### src/rtl/ptw_pkg.sv
package ptw_pkg;

    typedef enum logic [2:0] {
        ST_IDLE,
        ST_FETCH_DIR,
        ST_FETCH_LEAF,
        ST_DONE,
        ST_FAULT
    } walk_state_e;

    // Entries are four bytes, so an index is scaled by a shift of two.
    localparam int unsigned ENTRY_SHIFT = 2;

    localparam logic LVL_DIR  = 1'b0;
    localparam logic LVL_LEAF = 1'b1;

endpackage

### src/rtl/ptw_va_fields.sv
module ptw_va_fields #(
    parameter int unsigned VA_W  = 32,
    parameter int unsigned TOP_W = 12,
    parameter int unsigned MID_W = 10,
    parameter int unsigned OFF_W = 10
) (
    input  logic [VA_W-1:0]  vaddr,
    output logic [TOP_W-1:0] top_idx,
    output logic [MID_W-1:0] mid_idx,
    output logic [OFF_W-1:0] offset
);
    localparam int unsigned MID_LO = OFF_W;
    localparam int unsigned TOP_LO = OFF_W + MID_W;

    always_comb begin
        offset  = vaddr[OFF_W-1:0];
        mid_idx = vaddr[MID_LO +: MID_W];
        top_idx = vaddr[TOP_LO +: TOP_W];
    end

    initial begin
        if (TOP_W + MID_W + OFF_W != VA_W) begin
            $error("field widths do not add up to the address width");
        end
    end
endmodule

### src/rtl/ptw_entry_addr.sv
module ptw_entry_addr
    import ptw_pkg::*;
#(
    parameter int unsigned AW    = 32,
    parameter int unsigned IDX_W = 12
) (
    input  logic [AW-1:0]    table_base,
    input  logic [IDX_W-1:0] index,
    output logic [AW-1:0]    entry_addr
);
    localparam int unsigned PAD_W = AW - IDX_W - ENTRY_SHIFT;

    logic [AW-1:0] byte_off;

    always_comb begin
        byte_off   = {{PAD_W{1'b0}}, index, {ENTRY_SHIFT{1'b0}}};
        entry_addr = table_base + byte_off;
    end
endmodule

### src/rtl/ptw_entry_fields.sv
module ptw_entry_fields #(
    parameter int unsigned AW    = 32,
    parameter int unsigned OFF_W = 10
) (
    input  logic [AW-1:0] entry,
    output logic          entry_valid,
    output logic [AW-1:0] entry_page
);
    logic unused_rsvd;

    always_comb begin
        entry_valid = entry[0];
        entry_page  = {entry[AW-1:OFF_W], {OFF_W{1'b0}}};
        unused_rsvd = ^entry[OFF_W-1:1];
    end
endmodule

### src/rtl/ptw_fsm.sv
module ptw_fsm
    import ptw_pkg::*;
#(
    parameter int unsigned AW    = 32,
    parameter int unsigned OFF_W = 10
) (
    input  logic             clk,
    input  logic             rst_n,
    input  logic             req_valid,
    input  logic [AW-1:0]    req_vaddr,
    input  logic [AW-1:0]    root_base,
    input  logic [AW-1:0]    dir_entry_addr,
    input  logic [AW-1:0]    leaf_entry_addr,
    input  logic [OFF_W-1:0] offset,
    input  logic             mem_rsp_valid,
    input  logic             entry_valid,
    input  logic [AW-1:0]    entry_page,
    input  logic             rsp_ack,
    output logic [AW-1:0]    vaddr_q,
    output logic [AW-1:0]    root_q,
    output logic [AW-1:0]    leaf_base_q,
    output logic             req_ready,
    output logic             mem_req_valid,
    output logic [AW-1:0]    mem_req_addr,
    output logic             rsp_valid,
    output logic [AW-1:0]    rsp_paddr,
    output logic             rsp_fault,
    output logic             rsp_fault_lvl
);
    walk_state_e state, state_nx;
    logic [AW-1:0] frame_q;
    logic          lvl_q;

    // State register.
    always_ff @(posedge clk) begin
        if (!rst_n) begin
            state <= ST_IDLE;
        end else begin
            state <= state_nx;
        end
    end

    // Transitions.
    always_comb begin
        state_nx = state;
        unique case (state)
            ST_IDLE: begin
                if (req_valid) state_nx = ST_FETCH_DIR;
            end
            ST_FETCH_DIR: begin
                if (mem_rsp_valid) state_nx = entry_valid ? ST_FETCH_LEAF : ST_FAULT;
            end
            ST_FETCH_LEAF: begin
                if (mem_rsp_valid) state_nx = entry_valid ? ST_DONE : ST_FAULT;
            end
            ST_DONE, ST_FAULT: begin
                if (rsp_ack) state_nx = ST_IDLE;
            end
            default: state_nx = ST_IDLE;
        endcase
    end

    // Walk context captured along the way.
    always_ff @(posedge clk) begin
        if (!rst_n) begin
            vaddr_q     <= '0;
            root_q      <= '0;
            leaf_base_q <= '0;
            frame_q     <= '0;
            lvl_q       <= LVL_DIR;
        end else begin
            if (state == ST_IDLE && req_valid) begin
                vaddr_q <= req_vaddr;
                root_q  <= root_base;
            end
            if (state == ST_FETCH_DIR && mem_rsp_valid) begin
                if (entry_valid) leaf_base_q <= entry_page;
                else             lvl_q       <= LVL_DIR;
            end
            if (state == ST_FETCH_LEAF && mem_rsp_valid) begin
                if (entry_valid) frame_q <= entry_page;
                else             lvl_q   <= LVL_LEAF;
            end
        end
    end

    // Outputs.
    always_comb begin
        req_ready     = 1'b0;
        mem_req_valid = 1'b0;
        mem_req_addr  = '0;
        rsp_valid     = 1'b0;
        rsp_paddr     = '0;
        rsp_fault     = 1'b0;
        rsp_fault_lvl = 1'b0;
        unique case (state)
            ST_IDLE: req_ready = 1'b1;
            ST_FETCH_DIR: begin
                mem_req_valid = 1'b1;
                mem_req_addr  = dir_entry_addr;
            end
            ST_FETCH_LEAF: begin
                mem_req_valid = 1'b1;
                mem_req_addr  = leaf_entry_addr;
            end
            ST_DONE: begin
                rsp_valid = 1'b1;
                rsp_paddr = {frame_q[AW-1:OFF_W], offset};
            end
            ST_FAULT: begin
                rsp_valid     = 1'b1;
                rsp_fault     = 1'b1;
                rsp_fault_lvl = lvl_q;
            end
            default: ;
        endcase
    end


    idle_exclusive_chk: assert property (@(posedge clk) disable iff (!rst_n)
        req_ready |-> (!rsp_valid && !mem_req_valid));


    accept_issues_read_chk: assert property (@(posedge clk) disable iff (!rst_n)
        (req_ready && req_valid) |=> (mem_req_valid && !req_ready));


    read_held_chk: assert property (@(posedge clk) disable iff (!rst_n)
        (mem_req_valid && !mem_rsp_valid) |=> (mem_req_valid && $stable(mem_req_addr)));


    dir_fault_chk: assert property (@(posedge clk) disable iff (!rst_n)
        (state == ST_FETCH_DIR && mem_rsp_valid && !entry_valid)
        |=> (rsp_valid && rsp_fault && !rsp_fault_lvl && !mem_req_valid));


    leaf_fault_chk: assert property (@(posedge clk) disable iff (!rst_n)
        (state == ST_FETCH_LEAF && mem_rsp_valid && !entry_valid)
        |=> (rsp_valid && rsp_fault && rsp_fault_lvl));


    result_hold_chk: assert property (@(posedge clk) disable iff (!rst_n)
        (rsp_valid && !rsp_ack)
        |=> (rsp_valid && $stable(rsp_paddr) && $stable(rsp_fault) && $stable(rsp_fault_lvl)));


    release_chk: assert property (@(posedge clk) disable iff (!rst_n)
        (rsp_valid && rsp_ack) |=> (req_ready && !rsp_valid));
endmodule

### src/rtl/ptw_walker.sv
module ptw_walker #(
    parameter int unsigned VA_W  = 32,
    parameter int unsigned TOP_W = 12,
    parameter int unsigned MID_W = 10
) (
    input  logic            clk,
    input  logic            rst_n,
    input  logic            req_valid,
    output logic            req_ready,
    input  logic [VA_W-1:0] req_vaddr,
    input  logic [VA_W-1:0] root_base,
    output logic            mem_req_valid,
    output logic [VA_W-1:0] mem_req_addr,
    input  logic            mem_rsp_valid,
    input  logic [VA_W-1:0] mem_rsp_data,
    output logic            rsp_valid,
    input  logic            rsp_ack,
    output logic [VA_W-1:0] rsp_paddr,
    output logic            rsp_fault,
    output logic            rsp_fault_lvl
);
    localparam int unsigned OFF_W = VA_W - TOP_W - MID_W;

    logic [VA_W-1:0]  vaddr_q, root_q, leaf_base_q;
    logic [TOP_W-1:0] top_idx;
    logic [MID_W-1:0] mid_idx;
    logic [OFF_W-1:0] offset;
    logic [VA_W-1:0]  dir_entry_addr, leaf_entry_addr, entry_page;
    logic             entry_valid;

    ptw_va_fields #(.VA_W(VA_W), .TOP_W(TOP_W), .MID_W(MID_W), .OFF_W(OFF_W)) u_fields (
        .vaddr   (vaddr_q),
        .top_idx (top_idx),
        .mid_idx (mid_idx),
        .offset  (offset)
    );

    ptw_entry_addr #(.AW(VA_W), .IDX_W(TOP_W)) u_dir_addr (
        .table_base (root_q),
        .index      (top_idx),
        .entry_addr (dir_entry_addr)
    );

    ptw_entry_addr #(.AW(VA_W), .IDX_W(MID_W)) u_leaf_addr (
        .table_base (leaf_base_q),
        .index      (mid_idx),
        .entry_addr (leaf_entry_addr)
    );

    ptw_entry_fields #(.AW(VA_W), .OFF_W(OFF_W)) u_entry (
        .entry       (mem_rsp_data),
        .entry_valid (entry_valid),
        .entry_page  (entry_page)
    );

    ptw_fsm #(.AW(VA_W), .OFF_W(OFF_W)) u_fsm (
        .clk             (clk),
        .rst_n           (rst_n),
        .req_valid       (req_valid),
        .req_vaddr       (req_vaddr),
        .root_base       (root_base),
        .dir_entry_addr  (dir_entry_addr),
        .leaf_entry_addr (leaf_entry_addr),
        .offset          (offset),
        .mem_rsp_valid   (mem_rsp_valid),
        .entry_valid     (entry_valid),
        .entry_page      (entry_page),
        .rsp_ack         (rsp_ack),
        .vaddr_q         (vaddr_q),
        .root_q          (root_q),
        .leaf_base_q     (leaf_base_q),
        .req_ready       (req_ready),
        .mem_req_valid   (mem_req_valid),
        .mem_req_addr    (mem_req_addr),
        .rsp_valid       (rsp_valid),
        .rsp_paddr       (rsp_paddr),
        .rsp_fault       (rsp_fault),
        .rsp_fault_lvl   (rsp_fault_lvl)
    );
endmodule

### config.mk
export PLATFORM = sky130hd
export DESIGN_NAME = ptw_walker
export DESIGN_NICKNAME = d
export VERILOG_FILES = /design/src/rtl/ptw_pkg.sv /design/src/rtl/ptw_va_fields.sv /design/src/rtl/ptw_entry_addr.sv /design/src/rtl/ptw_entry_fields.sv /design/src/rtl/ptw_fsm.sv /design/src/rtl/ptw_walker.sv
export SDC_FILE = /design/constraint.sdc
export NUM_CORES = 1
export LEC_CHECK = 0
export BUFFER_PORTS_ARGS = -buffer_cell sky130_fd_sc_hd__buf_2
export CORE_ASPECT_RATIO = 1.5
export CORE_MARGIN = 2
export CORE_UTILIZATION = 30
export DETAILED_ROUTE_END_ITERATION = 8
export PLACE_DENSITY = 0.48
export SETUP_SLACK_MARGIN = 0.5
export SLEW_MARGIN = 20
export SYNTH_ARGS = -nofsm -noshare
export SYNTH_HDL_FRONTEND = slang
export SYNTH_SLANG_ARGS = --single-unit
### constraint.sdc
create_clock -name clk -period 4.5 [get_ports clk]
set_input_delay 0.225 -clock clk [delete_from_list [all_inputs] [get_ports clk]]
set_output_delay 0.225 -clock clk [all_outputs]
set_load 0.005 [all_outputs]
* Yosys cells after proc, flatten, opt, wreduce, memory -nomap -nowiden
Cells that the tools add are included.
** Storage, ports and cells
- Flip-flop bits (word level) :: 112
- Bits in latches :: 0
- Bits in writable memories :: 0
- ROM bits :: 0
- Input bits :: 101
- Output and inout port bits :: 69
- Word-level logic and storage cells :: 43
- Memories kept :: 0
** Cells by class
- Add/sub/neg operators :: 2
- $mul :: 0
- Div/mod/pow operators :: 0
- Magnitude comparators :: 0
- Eq/ne operators :: 8
- Shift operators :: 0
- Mux-type cells :: 18
- Bitwise logic cells :: 0
- Reduce and logical (&&, ||, !) cells :: 9
** Operators by type and width (count)
- 32-bit case mux with 2 select lines :: 1
- 32-bit by 12-bit adder with 32-bit output :: 1
- 32-bit by 14-bit adder with 32-bit output :: 1
- 32-bit 2-to-1 mux :: 1
- 3-bit 2-to-1 mux :: 6
- 3-bit case mux with 4 select lines :: 1
- 1-bit 2-to-1 mux :: 9
- 3-bit by 2-bit equality test with 1-bit output (second input constant) :: 2
- 2-bit != test (second input constant) :: 3
- 2-bit AND reduction :: 2
- 4-bit AND reduction :: 1
- 2-bit OR reduction :: 2
- 3-bit by 1-bit equality test with 1-bit output (second input constant) :: 1
- 3-bit equality test (second input constant) :: 1
- 1-bit logical AND :: 3
- 3-bit logical NOT :: 1
- 2-bit by 1-bit != test with 1-bit output (second input constant) :: 1

* Longest topological paths before layout
- Depth in word-level cells :: 5
- Depth in mapped cells :: 8
- Mapped depth without buffers :: 8

* Hierarchy
A second synthesis with hierarchy kept.
** Second synthesis, totals
- Cells, all modules :: 966
- Area total of the unflattened synthesis :: 7840.0 µm²
** By module, submodules not included
- ptw_fsm :: times used 1, cells an instance 640, area an instance 5506.5 µm², sequential area each 2442.3 µm²
- ptw_entry_addr at u_dir_addr :: times used 1, cells an instance 139, area an instance 962.2 µm², sequential area each 0.0 µm²
- ptw_entry_addr at u_leaf_addr :: times used 1, cells an instance 121, area an instance 879.6 µm², sequential area each 0.0 µm²
- ptw_entry_fields :: times used 1, cells an instance 34, area an instance 251.5 µm², sequential area each 0.0 µm²
- ptw_va_fields :: times used 1, cells an instance 32, area an instance 240.2 µm², sequential area each 0.0 µm²

* Least setup slack after synthesis
No wires, ideal clock.
- Path type :: reg-to-output
- Start :: register u_fsm.root_q[2]
- End :: output port mem_req_addr[18]
- Data arrival time :: 2.132 ns
- Required time :: 4.275 ns
- Slack :: 2.143 ns
- Cell stages (with the launch flop) :: 9
- Path buffers :: 0
- Cells stage by stage :: dfxtp_1 > ha_1 > fa_1 > a21oi_1 > o2111ai_4 > o211ai_4 > a211oi_1 > xnor2_1 > o22ai_1
** Between the ends
- Word-level cells in the longest chain between the ends :: 2
** RTL lines
- start, declared :: line ptw_fsm.sv:20 : output logic [AW-1:0] root_q,
- start signal, assigned :: line ptw_fsm.sv:74 : root_q <= root_base;
- 32-bit by 14-bit adder with 32-bit output :: line ptw_entry_addr.sv:17 : entry_addr = table_base + byte_off;
- 32-bit case mux with 2 select lines :: line ptw_fsm.sv:96 : unique case (state)
- end, declared :: line ptw_walker.sv:13 : output logic [VA_W-1:0] mem_req_addr,
No other way between the ends.

* Worst setup path after layout
- Start :: register u_fsm.root_q[6]
- End :: output port mem_req_addr[19]
The elaborated chain is that of the path after synthesis.

==> impl_metrics.py <==
metrics = {
    "die": {
        "die_ar_mm2": 0.02186,
        "std_cell_rows": 64,
        "die_width_um": 121.4,
        "initial_utilization_pct": 30.49,
        "floorplan.die.height_um": 180.1,
        "core_region_area_mm2": 0.02034,
        "ios": 170,
    },
    "clocking": {
        "post_cts_resized": 0,
        "ctsLongestPathBuffers": 2,
        "h_tree_levels": 3,
        "tritoncts_num_sinks": 112,
        "clkSlewWorstSetupHoldPaths_ns": 0.08,
        "cts_tree": "built",
        "insertion_delay_ns": 0.36,
        "root_buffer": "sky130_fd_sc_hd__clkbuf_16",
        "cts_buffers": 9,
        "postCtsHoldBufs": 0,
        "post_cts_buffers": 0,
    },
    "logic_synthesis": {
        "synth_seq_cells": 112,
        "synthesis.instances": 792,
        "yosysWarningCount": 0,
        "syn_nets": 909,
        "asyncSetResetFlopFracSynth_pct": 0,
        "post_synth_edffs": 0,
        "synthDistinctLibCells": 55,
        "syn_area_mm2": 0.006202,
        "post_synth.cell_area_avg_um2": 7.831,
        "register_area_share_after_synthesis_pct": 36.15,
        "dominantRegCellSynth": "sky130_fd_sc_hd__dfxtp_1",
    },
    "placed_design": {
        "placement.io_buffers": 160,
        "dp.final_hpwl_um": 13470,
        "place.gp.congestion": 0.8181,
    },
    "global_routing": {
        "grt_pass1_wl_um": 29620,
        "first_global_vias": 5576,
        "grt.overflow.total": 0,
        "grt.total_usage_pct": 17.00,
        "grt_start_max_net_pins": 66,
        "grt_antenna_before_repair": 2,
    },
    "run": {
        "max_cap_violations": 0,
    },
    "hold_path": {
        "holdPathStages": 3,
        "hold_removal_path_class": "input pin to flip-flop",
    },
    "detailed_routing": {
        "drc": 0,
        "routedWlPerCell_um": 15.56,
        "ant_nets": 0,
        "pre_repair_dr_iteration_count": 4,
        "routed_via_density": 4.727,
        "drt-initial-drc-count": 293,
        "wirelength_um": 18540,
        "routed-via-count": 5634,
    },
    "final_layout": {
        "layout-area-overhead-vs-synth_pct": 20.54,
        "mostFrequentLayoutCell": "sky130_fd_sc_hd__nand2_1",
        "nNetsFinal": 1039,
        "final_core_util_pct": 36.76,
        "fillCellCount": 2229,
        "layout_common_cells": "sky130_fd_sc_hd__nand2_1, sky130_fd_sc_hd__buf_2, sky130_fd_sc_hd__dfxtp_1",
        "proportion_of_layout_cells_with_a_drive_suffix_above_1_pct": 21.79,
    },
    "setup_path": {
        "timing_worst_setup_path_type": "flip-flop to output pin",
        "timing.reg2reg.worst_path_depth": 4,
        "critical_path.startpoint_type": "flip-flop",
        "crit_path_end_kind": "output pin",
        "worstPathRequired_ns": 4.28,
        "worst-path-max-fanout": 11,
        "worstPathArrival_ns": 3.06,
    },
    "timing": {
        "report.final.hold_viol_count": 0,
        "setup_violations": 0,
        "tightest_slew_ns": 1.012,
        "grt_setup_unrepaired": "false",
        "final_min_period_over_clock_period_pct": 73.03,
        "achievable-frequency_mhz": 304.3,
        "finClkSkew_ns": 0.01173,
        "finalWorstPathRequiredPeriod_ns": 3.286,
        "maxSlewViolCount": 0,
        "fin_tns_setup_ns": 0,
        "worst_slew_margin_rel_pct": 32.56,
    },
    "status": {
        "outcome": "finished clean",
    },
    "pwr": {
        "power.density_mw_per_mm2": 392.7,
        "p_leak_nw": 3.021,
        "worst_ir_drop_vdd_mv": 0.1599,
    },
}
==> synthesized netlist by cell type (4+ instances only) <==
master | count | area share (%)
sky130_fd_sc_hd__and2_1 | 40 | 4.0
sky130_fd_sc_hd__nor2b_1 | 4 | 0.40
sky130_fd_sc_hd__nor2_1 | 19 | 1.1
sky130_fd_sc_hd__nor3_1 | 9 | 0.73
sky130_fd_sc_hd__nand3_2 | 4 | 0.65
sky130_fd_sc_hd__a21boi_1 | 36 | 4.4
sky130_fd_sc_hd__mux2i_1 | 4 | 0.65
sky130_fd_sc_hd__nand4_1 | 6 | 0.61
sky130_fd_sc_hd__nand3_1 | 19 | 1.5
sky130_fd_sc_hd__o21bai_1 | 4 | 0.48
sky130_fd_sc_hd__a21boi_0 | 73 | 8.8
sky130_fd_sc_hd__and4_1 | 4 | 0.56
sky130_fd_sc_hd__xor2_1 | 10 | 1.4
sky130_fd_sc_hd__ha_1 | 14 | 2.8
sky130_fd_sc_hd__a211oi_1 | 8 | 0.97
sky130_fd_sc_hd__o21ai_0 | 10 | 0.81
sky130_fd_sc_hd__inv_1 | 12 | 0.73
sky130_fd_sc_hd__dfxtp_1 | 112 | 36
sky130_fd_sc_hd__a21o_1 | 6 | 0.73
sky130_fd_sc_hd__nand2_1 | 247 | 15
sky130_fd_sc_hd__a32oi_1 | 4 | 0.56
sky130_fd_sc_hd__a21oi_1 | 14 | 1.1
sky130_fd_sc_hd__o22ai_1 | 16 | 1.6
sky130_fd_sc_hd__buf_2 | 13 | 1.0
sky130_fd_sc_hd__a22o_1 | 4 | 0.56
sky130_fd_sc_hd__clkbuf_1 | 32 | 1.9
sky130_fd_sc_hd__xnor2_1 | 30 | 4.2
==> path summary, 6_finish.rpt <==
| kind | startpoint | end | slack, ns |
|---|---|---|---|
| max reg2reg | u_fsm.state[1] | u_fsm.frame_q[25] | 2.10 |
| min reg2reg | u_fsm.frame_q[20] | u_fsm.frame_q[20] | 0.46 |
| max | u_fsm.root_q[6] | mem_req_addr[19] | 1.21 |
| min | root_base[22] | u_fsm.root_q[22] | 0.09 |
==> state kept, by name (all words and copies together), names as in the netlist, named ones only <==
name               cells
u_fsm.frame_q         22
u_fsm.leaf_base_q     22
u_fsm.root_q          32
u_fsm.state            3
u_fsm.vaddr_q         32
==> final cells by class <==
class                           instances  area [um2]  area share (%)
Multi-Input combinational cell        620        3722           49.79
Sequential cell                       112        2242           29.99
Timing Repair Buffer                  167       853.3           11.41
Tap cell                              264       330.3           4.418
Clock buffer                           10       229.0           3.063
Clock inverter                          6       51.30          0.6862
Inverter                               12       45.04          0.6025
Antenna cell                            1       2.502         0.03347
==> worst max-delay path, stage by stage (launching register included) <==
cell and delay, ns:
sky130_fd_sc_hd__dfxtp_1 0.32, sky130_fd_sc_hd__ha_1 0.41, sky130_fd_sc_hd__o21ai_1 0.11, sky130_fd_sc_hd__a211oi_1 0.28, sky130_fd_sc_hd__o211ai_2 0.21, sky130_fd_sc_hd__a21oi_1 0.76
sky130_fd_sc_hd__a21oi_1 0.13, sky130_fd_sc_hd__a211o_1 0.33, sky130_fd_sc_hd__buf_2 0.14
==> kinds of logic (layout without fill, tap and decap cells) <==
kind of cell,after synthesis,in the layout,synth area share [%]
AND/OR/NAND/NOR,368,368,27.01
buffers and inverters,60,195,3.954
adder cells (fa/ha/maj),16,16,3.470
flip-flops,112,112,36.15
AO/OA/AOI/OAI,192,192,23.12
other,0,1,0
multiplexers,4,4,0.6456
XOR/XNOR,40,40,5.648
==> stage by stage <==
stage / hold WS, ns / setup WS, ns / instances / power, mW / area (um2)
4_1_cts: 0.08684 / 1.196 / 1191 / 2.993 / 7472
3_5_place_dp: 0.4469 / 1.586 / 1175 / 2.192 / 7192
3_3_place_gp: 0.4369 / 1.597 / 1175 / 2.192 / 7192
5_1_grt: 0.09092 / 0.9905 / 1191 / 3.155 / 7473
2_1_floorplan: 0.3598 / 2.143 / 792 / 1.851 / 6202
6_report: 0.09468 / 1.214 / 1192 / 2.936 / 7476
==> routing by layer <==
| layer | wire (um) | global-route usage [%] | share of wire (%) | vias up |
|---|---|---|---|---|
| li1 | - | - | - | 2930 |
| met1 | 8467 | 22.15 | 46 | 2572 |
| met2 | 8834 | 28.40 | 48 | 119 |
| met3 | 1060 | 3.829 | 5.7 | 11 |
| met4 | 172 | 4.000 | 0.93 | 2 |
| met5 | 7 | 0 | 0.038 | - |
==> where the power goes <==
part,switching (mW),total (mW),internal [mW]
logic,0.577,0.909,0.332
clock network,0.405,0.790,0.385
registers,0.117,1.24,1.12
No activity file was read; power rests on OpenSTA's default activity.
